`config.mk`:
```
export PLATFORM = sky130hd
export DESIGN_NAME = owcrc_unit
export DESIGN_NICKNAME = d
export VERILOG_FILES = /design/src/rtl/owcrc_pkg.sv /design/src/rtl/owcrc_lane.sv /design/src/rtl/owcrc_rom_track.sv /design/src/rtl/owcrc_unit.sv
export SDC_FILE = /design/constraint.sdc
export NUM_CORES = 1
export LEC_CHECK = 0
export BUFFER_PORTS_ARGS = -buffer_cell sky130_fd_sc_hd__buf_2
export CAP_MARGIN = 10
export CORE_MARGIN = 10
export CORE_UTILIZATION = 50
export CTS_CLUSTER_DIAMETER = 200
export DETAILED_ROUTE_END_ITERATION = 10
export PLACE_DENSITY = 0.82
export SKIP_LAST_GASP = 1
export SYNTH_ARGS = -nofsm -noshare
export SYNTH_HDL_FRONTEND = slang
export SYNTH_SLANG_ARGS = --single-unit
```
`constraint.sdc`:
```
create_clock -name clk -period 2.23 [get_ports clk]
set_input_delay 0.5575 -clock clk [delete_from_list [all_inputs] [get_ports clk]]
set_output_delay 0.5575 -clock clk [all_outputs]
set_load 0.03 [all_outputs]
```
`src/rtl/owcrc_pkg.sv`:
```
package owcrc_pkg;
    typedef enum logic {
        MODE_ROM = 1'b0,
        MODE_MEM = 1'b1
    } crc_mode_e;

    localparam int unsigned OW_ROM_BITS = 64;
    localparam int unsigned OW_CRC8_W   = 8;
    localparam int unsigned OW_CRC16_W  = 16;
endpackage

```
`src/rtl/owcrc_lane.sv`:
```
module owcrc_lane #(
    parameter int unsigned W    = 8,
    parameter logic [W-1:0] POLY = '0
) (
    input  logic         clk,
    input  logic         rst_n,
    input  logic         clr_i,
    input  logic         en_i,
    input  logic         bit_i,
    output logic [W-1:0] crc_o
);
    typedef struct packed {
        logic [W-1:0] crc;
    } lane_t;

    lane_t s_d, s_q;

    always_comb begin
        s_d = s_q;
        if (clr_i) begin
            s_d.crc = '0;
        end else if (en_i) begin
            s_d.crc = s_q.crc >> 1;
            if (s_q.crc[0] ^ bit_i) begin
                s_d.crc = s_d.crc ^ POLY;
            end
        end
    end

    always_ff @(posedge clk or negedge rst_n) begin
        if (!rst_n) s_q <= '0;
        else        s_q <= s_d;
    end

    assign crc_o = s_q.crc;

    // a clear always leaves the lane at zero
    a_r1_lane_clear: assert property (@(posedge clk) disable iff (!rst_n)
        clr_i |=> (crc_o == '0));

    // no enable and no clear, the value holds
    a_r8_lane_hold: assert property (@(posedge clk) disable iff (!rst_n)
        (!clr_i && !en_i) |=> $stable(crc_o));

    // a non-feedback step is a plain right shift
    a_r2_r6_shift: assert property (@(posedge clk) disable iff (!rst_n)
        (en_i && !clr_i && (crc_o[0] == bit_i)) |=> (crc_o == ($past(crc_o) >> 1)));
endmodule

```
`src/rtl/owcrc_rom_track.sv`:
```
module owcrc_rom_track #(
    parameter int unsigned ROM_BITS = 64,
    parameter int unsigned CRC_W    = 8
) (
    input  logic             clk,
    input  logic             rst_n,
    input  logic             clr_i,
    input  logic             vld_i,
    input  logic             bit_i,
    input  logic [CRC_W-1:0] crc_i,
    output logic             upd_o,
    output logic             done_o,
    output logic             match_o
);
    localparam int unsigned DATA_BITS = ROM_BITS - CRC_W;
    localparam int unsigned CNT_W     = $clog2(ROM_BITS + 1);
    localparam int unsigned IDX_W     = (CRC_W > 1) ? $clog2(CRC_W) : 1;

    typedef struct packed {
        logic [CNT_W-1:0] cnt;
        logic             miss;
    } trk_t;

    trk_t s_d, s_q;

    logic             in_data;
    logic             full;
    logic [CNT_W-1:0] off;
    logic [IDX_W-1:0] idx;

    always_comb begin
        in_data = (s_q.cnt < CNT_W'(DATA_BITS));
        full    = (s_q.cnt == CNT_W'(ROM_BITS));
        off     = s_q.cnt - CNT_W'(DATA_BITS);
        idx     = off[IDX_W-1:0];
        upd_o   = vld_i && !clr_i && in_data;

        s_d = s_q;
        if (clr_i) begin
            s_d = '0;
        end else if (vld_i && !full) begin
            s_d.cnt = s_q.cnt + 1'b1;
            if (!in_data && (bit_i != crc_i[idx])) begin
                s_d.miss = 1'b1;
            end
        end
    end

    always_ff @(posedge clk or negedge rst_n) begin
        if (!rst_n) s_q <= '0;
        else        s_q <= s_d;
    end

    assign done_o  = full;
    assign match_o = full && !s_q.miss;

    // computed CRC stays frozen while the check byte arrives
    a_r3_crc_frozen: assert property (@(posedge clk) disable iff (!rst_n)
        (!in_data && !clr_i) |=> $stable(crc_i));

    // the bit counter never passes the identity length
    a_r4_count_bound: assert property (@(posedge clk) disable iff (!rst_n)
        s_q.cnt <= CNT_W'(ROM_BITS));

    // after completion, result holds until cleared
    a_r5_done_sticky: assert property (@(posedge clk) disable iff (!rst_n)
        (done_o && !clr_i) |=> (done_o && $stable(match_o)));

    // clear drops done and match
    a_r1_trk_clear: assert property (@(posedge clk) disable iff (!rst_n)
        clr_i |=> (!done_o && !match_o));
endmodule

```
`src/rtl/owcrc_unit.sv`:
```
module owcrc_unit
    import owcrc_pkg::*;
#(
    parameter int unsigned ROM_BITS = OW_ROM_BITS,
    parameter int unsigned CRC8_W   = OW_CRC8_W,
    parameter int unsigned CRC16_W  = OW_CRC16_W,
    parameter logic [CRC8_W-1:0]  POLY8  = 8'h8C,
    parameter logic [CRC16_W-1:0] POLY16 = 16'hA001
) (
    input  logic               clk,
    input  logic               rst_n,
    input  logic               clr_i,
    input  logic               bit_vld_i,
    input  logic               bit_i,
    input  logic               mode_i,
    output logic [CRC8_W-1:0]  crc8_o,
    output logic [CRC16_W-1:0] crc16_o,
    output logic [CRC16_W-1:0] crc16_tx_o,
    output logic               rom_done_o,
    output logic               rom_match_o
);
    crc_mode_e mode;
    logic      rom_vld;
    logic      mem_vld;
    logic      rom_upd;

    always_comb begin
        mode    = crc_mode_e'(mode_i);
        rom_vld = bit_vld_i && (mode == MODE_ROM);
        mem_vld = bit_vld_i && (mode == MODE_MEM);
    end

    owcrc_rom_track #(
        .ROM_BITS (ROM_BITS),
        .CRC_W    (CRC8_W)
    ) u_track (
        .clk     (clk),
        .rst_n   (rst_n),
        .clr_i   (clr_i),
        .vld_i   (rom_vld),
        .bit_i   (bit_i),
        .crc_i   (crc8_o),
        .upd_o   (rom_upd),
        .done_o  (rom_done_o),
        .match_o (rom_match_o)
    );

    owcrc_lane #(
        .W    (CRC8_W),
        .POLY (POLY8)
    ) u_lane8 (
        .clk   (clk),
        .rst_n (rst_n),
        .clr_i (clr_i),
        .en_i  (rom_upd),
        .bit_i (bit_i),
        .crc_o (crc8_o)
    );

    owcrc_lane #(
        .W    (CRC16_W),
        .POLY (POLY16)
    ) u_lane16 (
        .clk   (clk),
        .rst_n (rst_n),
        .clr_i (clr_i),
        .en_i  (mem_vld),
        .bit_i (bit_i),
        .crc_o (crc16_o)
    );

    assign crc16_tx_o = ~crc16_o;

    // memory-mode bits leave the identity side untouched
    a_r6_mem_isolated: assert property (@(posedge clk) disable iff (!rst_n)
        (mem_vld && !clr_i) |=> ($stable(crc8_o) && $stable(rom_done_o) && $stable(rom_match_o)));

    // identity-mode bits leave the memory lane untouched
    a_r6_rom_isolated: assert property (@(posedge clk) disable iff (!rst_n)
        (rom_vld && !clr_i) |=> $stable(crc16_o));
endmodule

```
==> run metrics <==
number of antenna cells inserted 0; Post-CTS Hold Buffers 0; Final Critical Period 2.14 ns; total die area 5870 um2; Total GRT Usage 0.133; crit-path cells nor4_4, and3_1, and2_1, buf_2; CP Class flop to output port; Final Util 0.645; register area share after synthesis 0.500; number of flops mapped to enable cells by yosys 0; Slew @ Worst Pin 0.693 ns; grt ovf 0; Starting Density 0.525; worst-skew pair later-pin latency 0.33 ns; Power Dens Cells 544 nW/um2; PortBufs 47; net count after synthesis 182; largest net degree at the start of global routing 33; top_reg_cell synth dfrtp_1; std cell rows 20; Hold WS 0.257 ns; first-pass detailed-route iteration total 4; Max Fclk 467 MHz; Root Driver clkbuf_4; synth-to-layout area growth 22.9%; final slew viol count 0; cell family with most CP delay simple AND/OR/NAND/NOR gates; Layout Nets 232; Num CTS Buffers 5; I/O pin cnt 48; Die W 76.6 um; worst hold path class input pin to asynchronous set/reset pin; CTS Sinks 32; most area-hungry cell type in the Yosys netlist dfrtp_1; Filler cells 266; max_cap viols 0; relative slew slack 0.538; CP max stage cell dfrtp_1; Critical Path Source u_track.s_q[3]$_DFFE_PN0P_; Distinct cells, synth 33; asr flop ratio synth 1.00; worst path buffer plus inverter count 1; RSZ-0062 raised after global routing false; dpl cells 261; Storage cell area 805 um2; Avg Cell Area, Syn 9.20 um2; TritonCTS clock tree built; H-Tree Depth 2; Tcrit/Tclk final 0.960; P_leak 0.000907 uW; reg2reg setup slack 0.55 ns; Core ar. 3050 um2; number of global-route vias before repair 1320; final worst slack 0.0884 ns; Setup violations, final 0; post-CTS setup buffer count 0; worst r2r src u_track.s_q[3]$_DFFE_PN0P_; Post-synth top cells 36 x nand2_1, 32 x dfrtp_1, 22 x a21oi_1; Starting DRT DRC Count 74; Antenna Violating Nets Remaining 0; Max clock buf depth 2; Arrival @ worst endpoint 1.58 ns; footprint of the multi-input gates 709 um2; clock slew at reported path FFs 0.09 ns; CP Max Fanout 7; final setup skew 0.00717 ns; outcome complete, no violations; drt total wl 3800 um; GP Congestion 0.800; worst vdd ir 0.366 mV; die height 76.6 um; CP max stage delay 0.49 ns; DR WL/cell 14.1 um; share of layout cells above drive strength 1 0.293; largest cells by area after synthesis dfrtp_1 50%, nand2_1 8.4%, a21oi_1 6.9%; crit path launch type flop; post-route insts no fill 269; first-pass GRT wire length 6490 um; WP data required 1.67 ns; DP Worst Slack 0.376 ns; cell count after synthesis 174; Synth top area share 0.500; final setup TNS 0 ns; HPWL Detailed 2800 um; via density per instance 5.17; initial antenna violation count 0; Final Hold Viols 0; synthesized cell area 1600 um2; top-count cell post-synth nand2_1; via count 1391; flops & latches, synth 32; Crit. End Element output port; DRC Markers 0; Yosys warnings 0
[worst reg2reg max path: cells and delay by family (launching register included)]
family	cells	cell delay, ns
mux	2	0.86
flops	1	0.52
simple gates	1	0.08
compound gates	1	0.08
[registers in the layout, indices dropped and copies added, names as in the netlist]
name,count
u_lane16.crc_o,16
u_lane8.crc_o,8
u_track.s_q,8
[power breakdown]
part / internal, uW / switching (uW) / total, uW
registers: 590 / 12.5 / 603
logic: 38.3 / 85.6 / 124
clock network: 155 / 188 / 344
[final timing paths]
check | end | depth (start not counted)
max in group asynchronous | u_track.s_q[5]$_DFFE_PN0P_ | 1
min in group clk | u_lane16.crc_o[8]$_DFFE_PN0P_ | 2
min | u_lane8.crc_o[2]$_DFFE_PN0P_ | 1
min reg2reg | u_lane16.crc_o[8]$_DFFE_PN0P_ | 2
max | rom_match_o | 4
max reg2reg | u_track.s_q[0]$_DFFE_PN0P_ | 4
[metal layers]
| layer | GRT usage | part of all wire | vias up |
|---|---|---|---|
| met3 | 0.0342 | 0.050 | 5 |
| met5 | 0 | 0 | - |
| met1 | 0.166 | 0.45 | 677 |
| met4 | 0.0781 | 0.021 | 0 |
| li1 | - | - | 672 |
| met2 | 0.202 | 0.48 | 37 |
[cell type report]
cell class | count | share of cell area
Clock buffer | 8 | 0.0299
Timing Repair Buffer | 51 | 0.135
Multi-Input combinational cell | 114 | 0.360
Tap cell | 44 | 0.0280
Sequential cell | 32 | 0.409
Inverter | 20 | 0.0381
[per-stage QoR]
step / instance area (um2) / total power (uW)
5_1_grt: 1970 / 1120
3_5_place_dp: 1890 / 739
4_1_cts: 1960 / 1080
6_report: 1970 / 1070
3_3_place_gp: 1890 / 738
2_1_floorplan: 1600 / 692
[kinds of logic after synthesis]
kind of cell	Yosys count	synth area share
compound gates	29	0.106
xor+xnor	11	0.0602
fa+ha+maj	2	0.0156
buf+inv	28	0.0664
flops	32	0.500
mux	6	0.0609
simple gates	66	0.191
[cells in the final DEF (no fill, tap or decap), types with 4 or more instances in the layout]
| cell type | n |
|---|---|
| buf_2 | 47 |
| nand2_1 | 36 |
| dfrtp_1 | 29 |
| a21oi_1 | 22 |
| inv_1 | 20 |
| nor2_1 | 9 |
| xnor2_1 | 7 |
| nand3_1 | 7 |
| clkbuf_4 | 5 |
| xor2_1 | 4 |
| buf_4 | 4 |
[timing repair]
action                                  4_1_cts  5_1_grt
pin swaps                                     0        0
endpoints found under the setup margin        1        1
resized for setup                             1        4
No activity file was read; power rests on OpenSTA's default activity.
